`src/rtl/gpio_pkg.sv`:
```
package gpio_pkg;
  localparam int GP_PORT_W = 6;
  localparam int GP_REG_W  = 8;
  localparam int GP_IDX_W  = $clog2(GP_REG_W);

  typedef enum logic [2:0] {
    OP_RD_PORT = 3'd0,
    OP_WR_PORT = 3'd1,
    OP_BSET    = 3'd2,
    OP_BCLR    = 3'd3,
    OP_LD_DIR  = 3'd4,
    OP_WR_OPT  = 3'd5,
    OP_RD_OPT  = 3'd6,
    OP_RD_STAT = 3'd7
  } gp_op_e;

  // Pin word widened to register width, unimplemented bits read as one.
  function automatic logic [GP_REG_W-1:0] port_word(input logic [GP_PORT_W-1:0] lvl);
    return {{(GP_REG_W-GP_PORT_W){1'b1}}, lvl};
  endfunction

  // Read-modify-write merge: sampled levels with one bit forced.
  function automatic logic [GP_PORT_W-1:0] rmw_merge(input logic [GP_PORT_W-1:0] smp,
                                                     input logic [GP_IDX_W-1:0]  idx,
                                                     input logic                 val);
    logic [GP_PORT_W-1:0] r;
    r = smp;
    for (int i = 0; i < GP_PORT_W; i++)
      if (idx == GP_IDX_W'(i)) r[i] = val;
    return r;
  endfunction
endpackage

```
`src/rtl/gpio_pin_sampler.sv`:
```
module gpio_pin_sampler #(
  parameter int W = 6
) (
  input  logic         clk,
  input  logic [W-1:0] pin_in,
  output logic [W-1:0] pin_smp
);
  // Free-running capture: reads and merges use the level from the previous edge.
  always_ff @(posedge clk) pin_smp <= pin_in;
endmodule

```
`src/rtl/gpio_cfg_regs.sv`:
```
module gpio_cfg_regs #(
  parameter int W      = 6,
  parameter int REG_W  = 8
) (
  input  logic             clk,
  input  logic             por_n,
  input  logic             soft_rst,
  input  logic             wake_cause,
  input  logic             ld_dir,
  input  logic             opt_we,
  input  logic [REG_W-1:0] wdata,
  output logic [W-1:0]     dir,
  output logic [REG_W-1:0] opt,
  output logic             stat_flag
);
  always_ff @(posedge clk) begin
    if (!por_n) begin
      dir       <= '1;
      opt       <= '1;
      stat_flag <= 1'b0;
    end else if (soft_rst) begin
      dir       <= '1;
      opt       <= '1;
      stat_flag <= wake_cause;
    end else begin
      if (ld_dir) dir <= wdata[W-1:0];
      if (opt_we) opt <= wdata;
    end
  end
endmodule

```
`src/rtl/gpio_data_latch.sv`:
```
module gpio_data_latch
  import gpio_pkg::*;
#(
  parameter int W     = 6,
  parameter int IDX_W = 3
) (
  input  logic             clk,
  input  logic             por_n,
  input  logic             wr_en,
  input  logic             rmw_en,
  input  logic             rmw_val,
  input  logic [IDX_W-1:0] bit_idx,
  input  logic [W-1:0]     wdata,
  input  logic [W-1:0]     pin_smp,
  output logic [W-1:0]     latch
);
  logic [W-1:0] merged;

  always_comb merged = rmw_merge(pin_smp, bit_idx, rmw_val);

  generate
    for (genvar i = 0; i < W; i++) begin : g_bit
      always_ff @(posedge clk) begin
        if (!por_n)      latch[i] <= 1'b0;
        else if (wr_en)  latch[i] <= wdata[i];
        else if (rmw_en) latch[i] <= merged[i];
      end
    end
  endgenerate
endmodule

```
`src/rtl/gpio_wake_detect.sv`:
```
module gpio_wake_detect #(
  parameter int W = 6
) (
  input  logic         clk,
  input  logic         por_n,
  input  logic         snap_en,
  input  logic         wake_en,
  input  logic [W-1:0] pin_smp,
  input  logic [W-1:0] dir,
  output logic [W-1:0] diff,
  output logic         wake_req
);
  logic [W-1:0] snap;

  always_ff @(posedge clk) begin
    if (!por_n)       snap <= '0;
    else if (snap_en) snap <= pin_smp;
  end

  always_comb begin
    diff     = (pin_smp ^ snap) & dir;
    wake_req = wake_en & (|diff);
  end
endmodule

```
`src/rtl/gpio_port_ctrl.sv`:
```
module gpio_port_ctrl
  import gpio_pkg::*;
#(
  parameter int PORT_W       = GP_PORT_W,
  parameter int REG_W        = GP_REG_W,
  parameter int OPT_WAKE_BIT = 7,
  parameter int OPT_PU_BIT   = 6,
  parameter int STAT_BIT     = 7
) (
  input  logic              clk,
  input  logic              por_n,
  input  logic              soft_rst,
  input  logic              wake_cause,
  input  logic              bus_stb,
  input  logic [2:0]        bus_op,
  input  logic [2:0]        bus_bit,
  input  logic [REG_W-1:0]  bus_wdata,
  output logic [REG_W-1:0]  bus_rdata,
  output logic              rd_valid,
  input  logic [PORT_W-1:0] pin_in,
  output logic [PORT_W-1:0] pin_out,
  output logic [PORT_W-1:0] pin_oe,
  output logic [PORT_W-1:0] pin_pu_en,
  output logic              wake_req
);
  localparam int IDX_W = $clog2(REG_W);

  // Named internal events for the checker.
  logic              cmd_live;
  logic              ev_rd_port, ev_wr_port, ev_rmw, ev_ld_dir, ev_wr_opt, ev_rd_opt, ev_rd_stat;
  logic              rmw_val;
  logic [PORT_W-1:0] pin_smp;
  logic [PORT_W-1:0] dir;
  logic [REG_W-1:0]  opt;
  logic              stat_flag;
  logic [PORT_W-1:0] wake_diff;
  logic              wake_en;
  gp_op_e            op;

  always_comb begin
    op         = gp_op_e'(bus_op);
    cmd_live   = bus_stb & por_n & ~soft_rst;
    ev_rd_port = cmd_live & (op == OP_RD_PORT);
    ev_wr_port = cmd_live & (op == OP_WR_PORT);
    ev_rmw     = cmd_live & ((op == OP_BSET) | (op == OP_BCLR));
    rmw_val    = (op == OP_BSET);
    ev_ld_dir  = cmd_live & (op == OP_LD_DIR);
    ev_wr_opt  = cmd_live & (op == OP_WR_OPT);
    ev_rd_opt  = cmd_live & (op == OP_RD_OPT);
    ev_rd_stat = cmd_live & (op == OP_RD_STAT);
    wake_en    = ~opt[OPT_WAKE_BIT];
  end

  gpio_pin_sampler #(.W(PORT_W)) u_smp (
    .clk     (clk),
    .pin_in  (pin_in),
    .pin_smp (pin_smp)
  );

  gpio_cfg_regs #(.W(PORT_W), .REG_W(REG_W)) u_cfg (
    .clk        (clk),
    .por_n      (por_n),
    .soft_rst   (soft_rst),
    .wake_cause (wake_cause),
    .ld_dir     (ev_ld_dir),
    .opt_we     (ev_wr_opt),
    .wdata      (bus_wdata),
    .dir        (dir),
    .opt        (opt),
    .stat_flag  (stat_flag)
  );

  gpio_data_latch #(.W(PORT_W), .IDX_W(IDX_W)) u_lat (
    .clk     (clk),
    .por_n   (por_n),
    .wr_en   (ev_wr_port),
    .rmw_en  (ev_rmw),
    .rmw_val (rmw_val),
    .bit_idx (bus_bit),
    .wdata   (bus_wdata[PORT_W-1:0]),
    .pin_smp (pin_smp),
    .latch   (pin_out)
  );

  gpio_wake_detect #(.W(PORT_W)) u_wk (
    .clk      (clk),
    .por_n    (por_n),
    .snap_en  (ev_rd_port),
    .wake_en  (wake_en),
    .pin_smp  (pin_smp),
    .dir      (dir),
    .diff     (wake_diff),
    .wake_req (wake_req)
  );

  always_comb begin
    pin_oe    = ~dir;
    pin_pu_en = opt[OPT_PU_BIT] ? '0 : dir;
  end

  always_ff @(posedge clk) begin
    if (!por_n || soft_rst) begin
      bus_rdata <= '0;
      rd_valid  <= 1'b0;
    end else begin
      rd_valid <= ev_rd_port | ev_rd_opt | ev_rd_stat;
      if (ev_rd_port)      bus_rdata <= port_word(pin_smp);
      else if (ev_rd_opt)  bus_rdata <= opt;
      else if (ev_rd_stat) begin
        bus_rdata           <= '0;
        bus_rdata[STAT_BIT] <= stat_flag;
      end
    end
  end
endmodule

```
`config.mk`:
```
export PLATFORM = sky130hd
export DESIGN_NAME = gpio_port_ctrl
export DESIGN_NICKNAME = d
export VERILOG_FILES = /design/src/rtl/gpio_pkg.sv /design/src/rtl/gpio_pin_sampler.sv /design/src/rtl/gpio_cfg_regs.sv /design/src/rtl/gpio_data_latch.sv /design/src/rtl/gpio_wake_detect.sv /design/src/rtl/gpio_port_ctrl.sv
export SDC_FILE = /design/constraint.sdc
export NUM_CORES = 1
export LEC_CHECK = 0
export BUFFER_PORTS_ARGS = -buffer_cell sky130_fd_sc_hd__buf_4
export CORE_MARGIN = 2
export CORE_UTILIZATION = 46
export DETAILED_ROUTE_END_ITERATION = 10
export PLACE_DENSITY = 0.79
export SYNTH_ARGS = -nofsm -noshare
export SYNTH_HDL_FRONTEND = slang
export SYNTH_SLANG_ARGS = --single-unit
```
`constraint.sdc`:
```
create_clock -name clk -period 1.5 [get_ports clk]
set_input_delay 0.3 -clock clk [delete_from_list [all_inputs] [get_ports clk]]
set_output_delay 0.3 -clock clk [all_outputs]
set_load 0.01 [all_outputs]
```
### Word-level counts from Yosys, hierarchy flattened

Cells that the tools add are included.

* bitwise gates (word level): 19
* equal/unequal tests: 12
* multiplexer cells: 22
* reduce and logical (&&, ||, !) cells: 8

Operators with widths (count)
* 8-bit two-way mux: 3
* 3-bit equality test (second input constant): 6
* 1-bit two-way mux: 18
* 3-bit by 2-bit equality test with 1-bit output (second input constant): 4
* 1-bit AND: 10
* 6-bit AND: 1
* 3-bit by 1-bit equality test with 1-bit output (second input constant): 2
* 3-bit logical NOT: 2
* 6-bit two-way mux: 1
* 6-bit inverter: 1
* 6-bit OR reduction: 1
* 6-bit XOR: 1
* 1-bit inverter: 3
* 1-bit bitwise OR: 3
* 3-bit nonzero test: 1
* 2-bit nonzero test: 1
* 2-bit OR reduction: 1
* 1-bit logical NOT: 1
* 1-bit logical OR: 1

* input port bits: 25
* word-level logic and storage cells: 74
* flip-flop bits (word level): 42
* output and inout bits: 28

### Logic depth before layout (Yosys ltp)

Gate-level depths: netlist (run 1).

* depth in word-level cells: 6
* gate-level depth with buffers: 6
* depth with buffers taken out: 4

### Cells and area by module

Synthesis (run 1) repeated with hierarchy kept, for this count alone.

* cell total of the unflattened synthesis: 199
* area total of the unflattened synthesis: 1914.3 um2

By module, submodules not included
* gpio_cfg_regs: sequential area each 300.3 um2, area an instance 556.8 um2, instances 1, cells each 49
* gpio_port_ctrl: sequential area each 180.2 um2, area an instance 519.2 um2, instances 1, cells each 65
* gpio_data_latch: sequential area each 120.1 um2, area an instance 375.4 um2, instances 1, cells each 45
* gpio_wake_detect: sequential area each 120.1 um2, area an instance 342.8 um2, instances 1, cells each 34
* gpio_pin_sampler: sequential area each 120.1 um2, area an instance 120.1 um2, instances 1, cells each 6

### Worst setup path before layout (run 1)

Ideal clock, no wire load.

* path kind: input -> register
* start point: input bus_op[0]
* end point: register u_wk.snap[0]
* path buffers: 2
* path slack: 0.093 ns
* data arrival time: 1.284 ns
* library setup time: 0.122 ns
* required time: 1.378 ns
* cell stages on the path: 6
* cell sequence: buf_4 or3_4 or2_1 buf_2 nand2_1 a21oi_1

* word-level cells in the longest chain between the ends: 2

RTL lines
* start, declared: RTL line gpio_port_ctrl.sv:15 `input logic [2:0] bus_op,`
* 3-bit logical NOT: RTL line gpio_port_ctrl.sv:43 `ev_rd_port = cmd_live & (op == OP_RD_PORT);`
* 1-bit AND: RTL line gpio_port_ctrl.sv:43
* end signal, assigned: RTL line gpio_wake_detect.sv:17 `else if (snap_en) snap <= pin_smp;`
* end, declared: RTL line gpio_wake_detect.sv:13 `logic [W-1:0] snap;`

No other way between the ends.
A chain may end at the register's enable or synchronous reset.

### Final worst setup path (run 1)

* start point: register u_wk.snap[3]
* end point: output wake_req

* word-level cells in the longest chain between the ends: 4

RTL lines
* 6-bit XOR: RTL line gpio_wake_detect.sv:21 `diff = (pin_smp ^ snap) & dir;`
* 6-bit AND: RTL line gpio_wake_detect.sv:21
* 6-bit OR reduction: RTL line gpio_wake_detect.sv:22 `wake_req = wake_en & (|diff);`
* 1-bit AND: RTL line gpio_wake_detect.sv:22
* end, declared: RTL line gpio_port_ctrl.sv:24 `output logic wake_req`

No other way between the ends.

==> results.cfg, run 1 <==
[outcome]
status = complete, but fails checks
violations = negative setup slack

[die]
rows = 22
die-area_um2 = 4470
core-area_um2 = 3720
start_util_pct = 48.9
die_w_um = 66.8
ios = 53
die-height_um = 66.8

[clocking]
cts_made_buffers = 5
cts_max_level = 2
cts_tree = built
clk_latency_ns = 0.31
clk_pin_slew_worst_paths_ns = 0.08
cts.sinks = 42
clockRootBuffer = clkbuf_8
cts_buffer_depth = 2

[detailed_routing]
wire_per_inst_um = 15.2
dr_total_vias = 1683
routed_wl_um = 4850
drtPass1Iterations = 4
postRouteAntennaNets = 0
avgViaCountPerCell = 5.28
drc_errors = 0
dr.first_iter.drc_count = 120

[finish]
design_area_um2 = 2470
seqCellArea_um2 = 851
nNetsFinal = 295
drive_gt1_share_pct = 35.4
antenna_cells = 0
nFillCells = 315
areaGrowthSynthToFinish_pct = 35.8
multi_input_area_um2 = 921
finish.utilization_pct = 66.4

[logic_synthesis]
synthMuxAreaShare_pct = 6.68
ys_seq_area_share_pct = 46.3
synth_compound_area_share_pct = 15.1
synth-edff-count = 0
synth_top_cells_by_count = 42 x dfxtp_1, 30 x nand2_1, 29 x nor2_1
synthAdderAreaFrac_pct = 0
netlist_instances = 203
netlist_area_um2 = 1820
yosysWarnings = 0
synth_nets = 228
synthFlopType = dfxtp_1
ys_ff_latch = 42
syn_avg_cell_area_um2 = 8.95
synth_cell_types = 37
yosys-top-cells-area = dfxtp_1 46%, nand2_1 6.2%, mux2i_1 6.1%
synth_top_area_cell = dfxtp_1
synth_top_area_share_pct = 46.3
synthArstFlopShare_pct = 0
synth_top_family_by_area = simple AND/OR/NAND/NOR gates
synth-simple-area-share_pct = 23.8
synth-xor-area-share_pct = 2.89
synth_most_common_cell = dfxtp_1

[power_and_ir_drop]
p_leak_uw = 0.00112
p_per_area_nw_per_um2 = 880
ir_drop_mv = 0.510

[worst_setup_path]
timing.rr.end = bus_rdata[6]$_SDFFE_PP0P_
criticalPathCategory = register to output port
cp_max_fo = 2
timing.rr.start = u_cfg.opt[6]$_SDFFE_PP1P_
required_ns = 1.20
reg2reg_depth = 2
r2r_setup_slack_ns = 0.33
worst-endpoint-arrival_ns = 1.33
end_kind = output port
startpoint_type = register

[timing]
period_share_pct = 108
period_needed_ns = 1.63
skew_ns = 0.00761
maxSlewHeadroom_pct = 71.7
rsz0062_at_grt = true
fin_setup_tns_ns = -0.127
setup_slack_ns = -0.127
drv_slew = 0
setup_viol_count_final = 1
tightest_slew_ns = 0.424
hold_viol = 0
max_freq_mhz = 615

[flow_run]
max_cap_violations = 0

[global_routing]
grt_max_degree = 17
antenna_found_initial = 0
gr-usage-all-layers_pct = 23.7
overflow = 0
grt_pass1_wl_um = 7650
grt_pass1_vias = 1565

[placement]
portBuffers = 52
hpwl_um = 3600
globalplace.congestion = 0.819
placed_area_um2 = 2320

[min_path]
min_to = u_smp.pin_smp[0]$_DFF_P_
worstHoldStart = pin_in[0]
hold_path_depth = 1
hold_path.class = input port to register
-- per-layer routing --
metal  part of all wire (%)  GRT usage (%)  vias to the layer above
met5                      0              0                        -
met3                    8.9           4.22                       10
li1                       -              -                      832
met4                    1.8           11.0                        0
met1                     43           30.4                      775
met2                     46           38.5                       66
-- through the flow --
stage	power [uW]	hold WS (ns)	std cells	worst slack [ns]
after CTS	2160	0.0914	318	-0.108
after detailed placement	1410	0.408	310	0.00508
after global placement	1410	0.405	310	0.0405
after floorplan	1290	0.328	203	0.0931
final	2170	0.0929	319	-0.127
after global routing	2240	0.0912	319	-0.201
-- power breakdown --
part / switching, uW / internal (uW)
Combinational: 118 / 128
Sequential: 17.4 / 1140
Clock: 399 / 372
-- worst max path at each step --
stage	start	end	slack [ns]	cells past startpoint
3_3_place_gp	bus_op[2]	bus_rdata[2]$_SDFFE_PP0P_	0.04	5
2_1_floorplan	bus_op[0]	u_wk.snap[0]$_SDFFE_PN0P_	0.09	6
6_report	u_wk.snap[3]$_SDFFE_PN0P_	wake_req	-0.13	5
3_5_place_dp	bus_op[2]	bus_rdata[1]$_SDFFE_PP0P_	0.005	5
4_1_cts	u_wk.snap[2]$_SDFFE_PN0P_	wake_req	-0.11	5
5_1_grt	u_smp.pin_smp[4]$_DFF_P_	wake_req	-0.20	5
-- logic make-up after synthesis --
kind of cell,after synthesis
and+or+nand+nor,86
buffers and inverters,16
xor gates and xnor gates,6
muxes,12
DFF,42
AOI/OAI and AO/OA,41
-- cells in the final DEF, fill, tap and decap left out, drive strengths merged, types with 2 or more instances in the layout --
master	count
nor3	4
buf	69
nand2b	8
a21oi	15
mux2i	11
inv	6
a32o	6
clkinv	2
nand3b	3
clkbuf	7
dfxtp	42
nand2	31
o21ai	7
o311ai	2
xnor2	6
nor2	29
and2b	2
nand4	2
o22ai	3
a31oi	7
nor3b	3
-- registers in the layout, summed over array words and instances (netlist names) --
register,cells
bus_rdata,8
rd_valid,1
u_cfg.dir,6
u_cfg.opt,8
u_cfg.stat_flag,1
u_lat.latch,6
u_smp.pin_smp,6
u_wk.snap,6
-- area by class of cell --
type / count / area share, %
Clock inverter: 1 / 0.203
Inverter: 7 / 1.06
Multi-Input combinational cell: 145 / 37.3
Sequential cell: 42 / 34.5
Clock buffer: 7 / 3.50
Timing Repair Buffer: 69 / 21.0
Tap cell: 48 / 2.43
-- critical path: stages, from the launching register on --
cell     delay (ns)
dfxtp_1        0.32
xnor2_1        0.19
o22ai_2        0.11
nor3_2         0.20
nor2_1         0.06
buf_4          0.14
-- timing repair --
action	4_1_cts	5_1_grt
hold buffers	0	0
endpoints found under the setup margin	1	1
resized for setup	3	10
setup buffers	0	1
pin swaps	0	6
Power figures use the tool's default switching activity.
==> run 2: changes to the inputs <==
- ABC_AREA: default -> 1
- PLACE_DENSITY: 0.79 -> 0.78
==> run 2 against run 1 <==
  * The flow still finishes with violations (negative setup slack)
  * Setup slack improved by 0.061 ns
  * Clock skew is 0.0010 ns lower
  * Core utilization is 4.2 points lower
  * Non-clock buffer count down 12
  * Die area is 5.6% higher
  * Clock power fell by 3.5%
  * Wire length fell by 0.35%
  * Synthesized cell count rose by 40%
  * Hold slack improved by 0.018 ns
  * Cell count rose by 23%
  * Critical path type unchanged
  * Critical endpoint unchanged
  * Largest power group unchanged
  * Highest routed layer unchanged
==> results.cfg, run 2 <==
[min_path]
worstHoldStart = pin_in[5]
hold_path.class = input port to register
hold_path_depth = 1
min_to = u_smp.pin_smp[5]$_DFF_P_

[die]
die_w_um = 68.7
core-area_um2 = 4000
die-area_um2 = 4720
rows = 23
ios = 53
die-height_um = 68.7
start_util_pct = 48.1

[logic_synthesis]
synth-edff-count = 0
syn_avg_cell_area_um2 = 6.75
synth_top_cells_by_count = 65 x nand2_1, 54 x nor2_1, 42 x dfxtp_1
netlist_area_um2 = 1920
synthArstFlopShare_pct = 0
synthFlopType = dfxtp_1
ys_seq_area_share_pct = 43.7
ys_ff_latch = 42
yosys-top-cells-area = dfxtp_1 44%, nand2_1 13%, nor2_1 11%
synth_top_area_share_pct = 43.7
synth_top_area_cell = dfxtp_1
netlist_instances = 285
synth_most_common_cell = nand2_1
synth_nets = 310
synth_cell_types = 22
yosysWarnings = 0

[timing]
drv_slew = 0
holdWs_ns = 0.110
hold_viol = 0
skew_ns = 0.00657
tightest_slew_ns = 0.371
setup_slack_ns = -0.0656
period_needed_ns = 1.57
fin_setup_tns_ns = -0.0656
max_freq_mhz = 639
rsz0062_at_grt = true
period_share_pct = 104
setup_viol_count_final = 1
maxSlewHeadroom_pct = 75.2

[finish]
design_area_um2 = 2490
areaGrowthSynthToFinish_pct = 29.3
antenna_cells = 0
nFillCells = 374
top_regs = bus_rdata: 8 flops, u_cfg.opt: 8 flops
final_cells = 391
mostFrequentLayoutCell = nand2_1
drive_gt1_share_pct = 26.7
mostFrequentLayoutCells = 64 x nand2_1, 57 x buf_4, 50 x nor2_1, 35 x dfxtp_1, 29 x inv_1
nNetsFinal = 365

[clocking]
clockRootBuffer = clkbuf_8
clk_latency_ns = 0.29
cts_buffer_depth = 2
cts.sinks = 42
clk_pin_slew_worst_paths_ns = 0.08
cts_max_level = 2
cts_tree = built
cts_made_buffers = 5

[outcome]
status = complete, but fails checks
violations = negative setup slack

[worst_setup_path]
r2r_setup_slack_ns = 0.59
timing.rr.end = bus_rdata[2]$_SDFFE_PP0P_
reg2reg_depth = 5
criticalPathCategory = register to output port
worst-endpoint-arrival_ns = 1.27
required_ns = 1.20
slowest_delay_ns = 0.31
startpoint_type = register
end_kind = output port
crit_chain = inv_1, a21oi_2, nand2_2, o21a_1, a21oi_2, buf_4
cp_max_fo = 4
timing.rr.start = u_smp.pin_smp[2]$_DFF_P_
cp_common_cell = a21oi_2
crit_slowest_cell = dfxtp_1

[placement]
hpwl_um = 3570
placed_area_um2 = 2350
placedCellCount = 382
portBuffers = 52
globalplace.congestion = 0.896

[power_and_ir_drop]
ir_drop_mv = 0.587
p_leak_uw = 0.00123
p_per_area_nw_per_um2 = 854

[global_routing]
overflow = 0
antenna_found_initial = 0
grt_max_degree = 17
grt_pass1_wl_um = 7530
grt_pass1_vias = 1673
gr-usage-all-layers_pct = 21.9

[detailed_routing]
drc_errors = 0
dr_total_vias = 1927
postRouteAntennaNets = 0
avgViaCountPerCell = 4.93
dr.first_iter.drc_count = 105
drtPass1Iterations = 4
routed_wl_um = 4830
wire_per_inst_um = 12.4

[flow_run]
max_cap_violations = 0
## run 2: cell count changes in the layout (fill, tap and decap cells not counted), moves of 6 or more
cell / delta
nand2_1: +34
nand3_1: +26
inv_1: +23
nor2_1: +21
o21ai_0: +13
buf_4: -12
mux2i_1: -11
nor2_2: +9
nand2b_1: -8
a21oi_1: +6
a31oi_1: -6
a32o_1: -6
## run 2: final cells by class
cell class                 count  area [um^2]  area share [%]
multi-input combinational    202          930            37.4
sequential                    42          852            34.3
timing repair buffer          57          428            17.2
inverter                      32          120            4.83
clock buffer                   6         82.6            3.32
tap                           50         62.6            2.52
clock inverter                 2         12.5           0.503
## run 2: critical path, delay by kind of cell, from the launching register on
family,cells,cell delay [ns]
buf+inv,2,0.21
compound gates,3,0.39
simple gates,1,0.06
flops,1,0.31
## run 2: worst max-delay path by stage
stage,cells past startpoint,end,start
finish,6,wake_req,u_cfg.dir[0]$_SDFFE_PP1P_
floorplan,6,u_cfg.opt[0]$_SDFFE_PP1P_,bus_op[1]
global placement,6,u_cfg.opt[6]$_SDFFE_PP1P_,por_n
global route,7,wake_req,u_smp.pin_smp[1]$_DFF_P_
detailed placement,6,u_cfg.opt[6]$_SDFFE_PP1P_,por_n
CTS,5,wake_req,u_smp.pin_smp[0]$_DFF_P_
## run 2: cells by family (layout without fill, tap and decap cells)
kind of cell | Yosys count | count (layout) | share of synthesized area, %
DFF | 42 | 42 | 43.7
buffers and inverters | 41 | 97 | 9.43
and+or+nand+nor | 156 | 156 | 34.7
AOI/OAI and AO/OA | 46 | 46 | 12.2
## run 2: what timing repair did
action / 4_1_cts / 5_1_grt
hold buffers: 0 / 0
setup endpoints to repair: 1 / 1
resized for setup: 14 / 3
pin swaps: 3 / 6
gates cloned: 0 / 0
buffers inserted: 1 / 0
hold endpoints to repair: 0 / 0
## run 2: layer usage
layer,track usage (%),share of wire (%),vias to the layer above
met5,0,0,-
met4,11.5,2.4,0
met3,4.22,5.1,9
met2,35.8,48,55
met1,27.1,45,858
li1,-,-,1005
## run 2: power breakdown
group	internal (uW)	switching (uW)
Sequential	1140	17.4
Clock	370	374
Combinational	99.1	128
## run 2: per-stage QoR
| step | util (%) | worst slack, ns | power, uW |
|---|---|---|---|
| floorplan | - | 0.278 | 1290 |
| global placement | 58.6 | 0.150 | 1390 |
| detailed placement | 58.6 | 0.0847 | 1400 |
| CTS | 62.0 | -0.0548 | 2140 |
| global route | 62.2 | -0.128 | 2220 |
| finish | 62.2 | -0.0656 | 2120 |
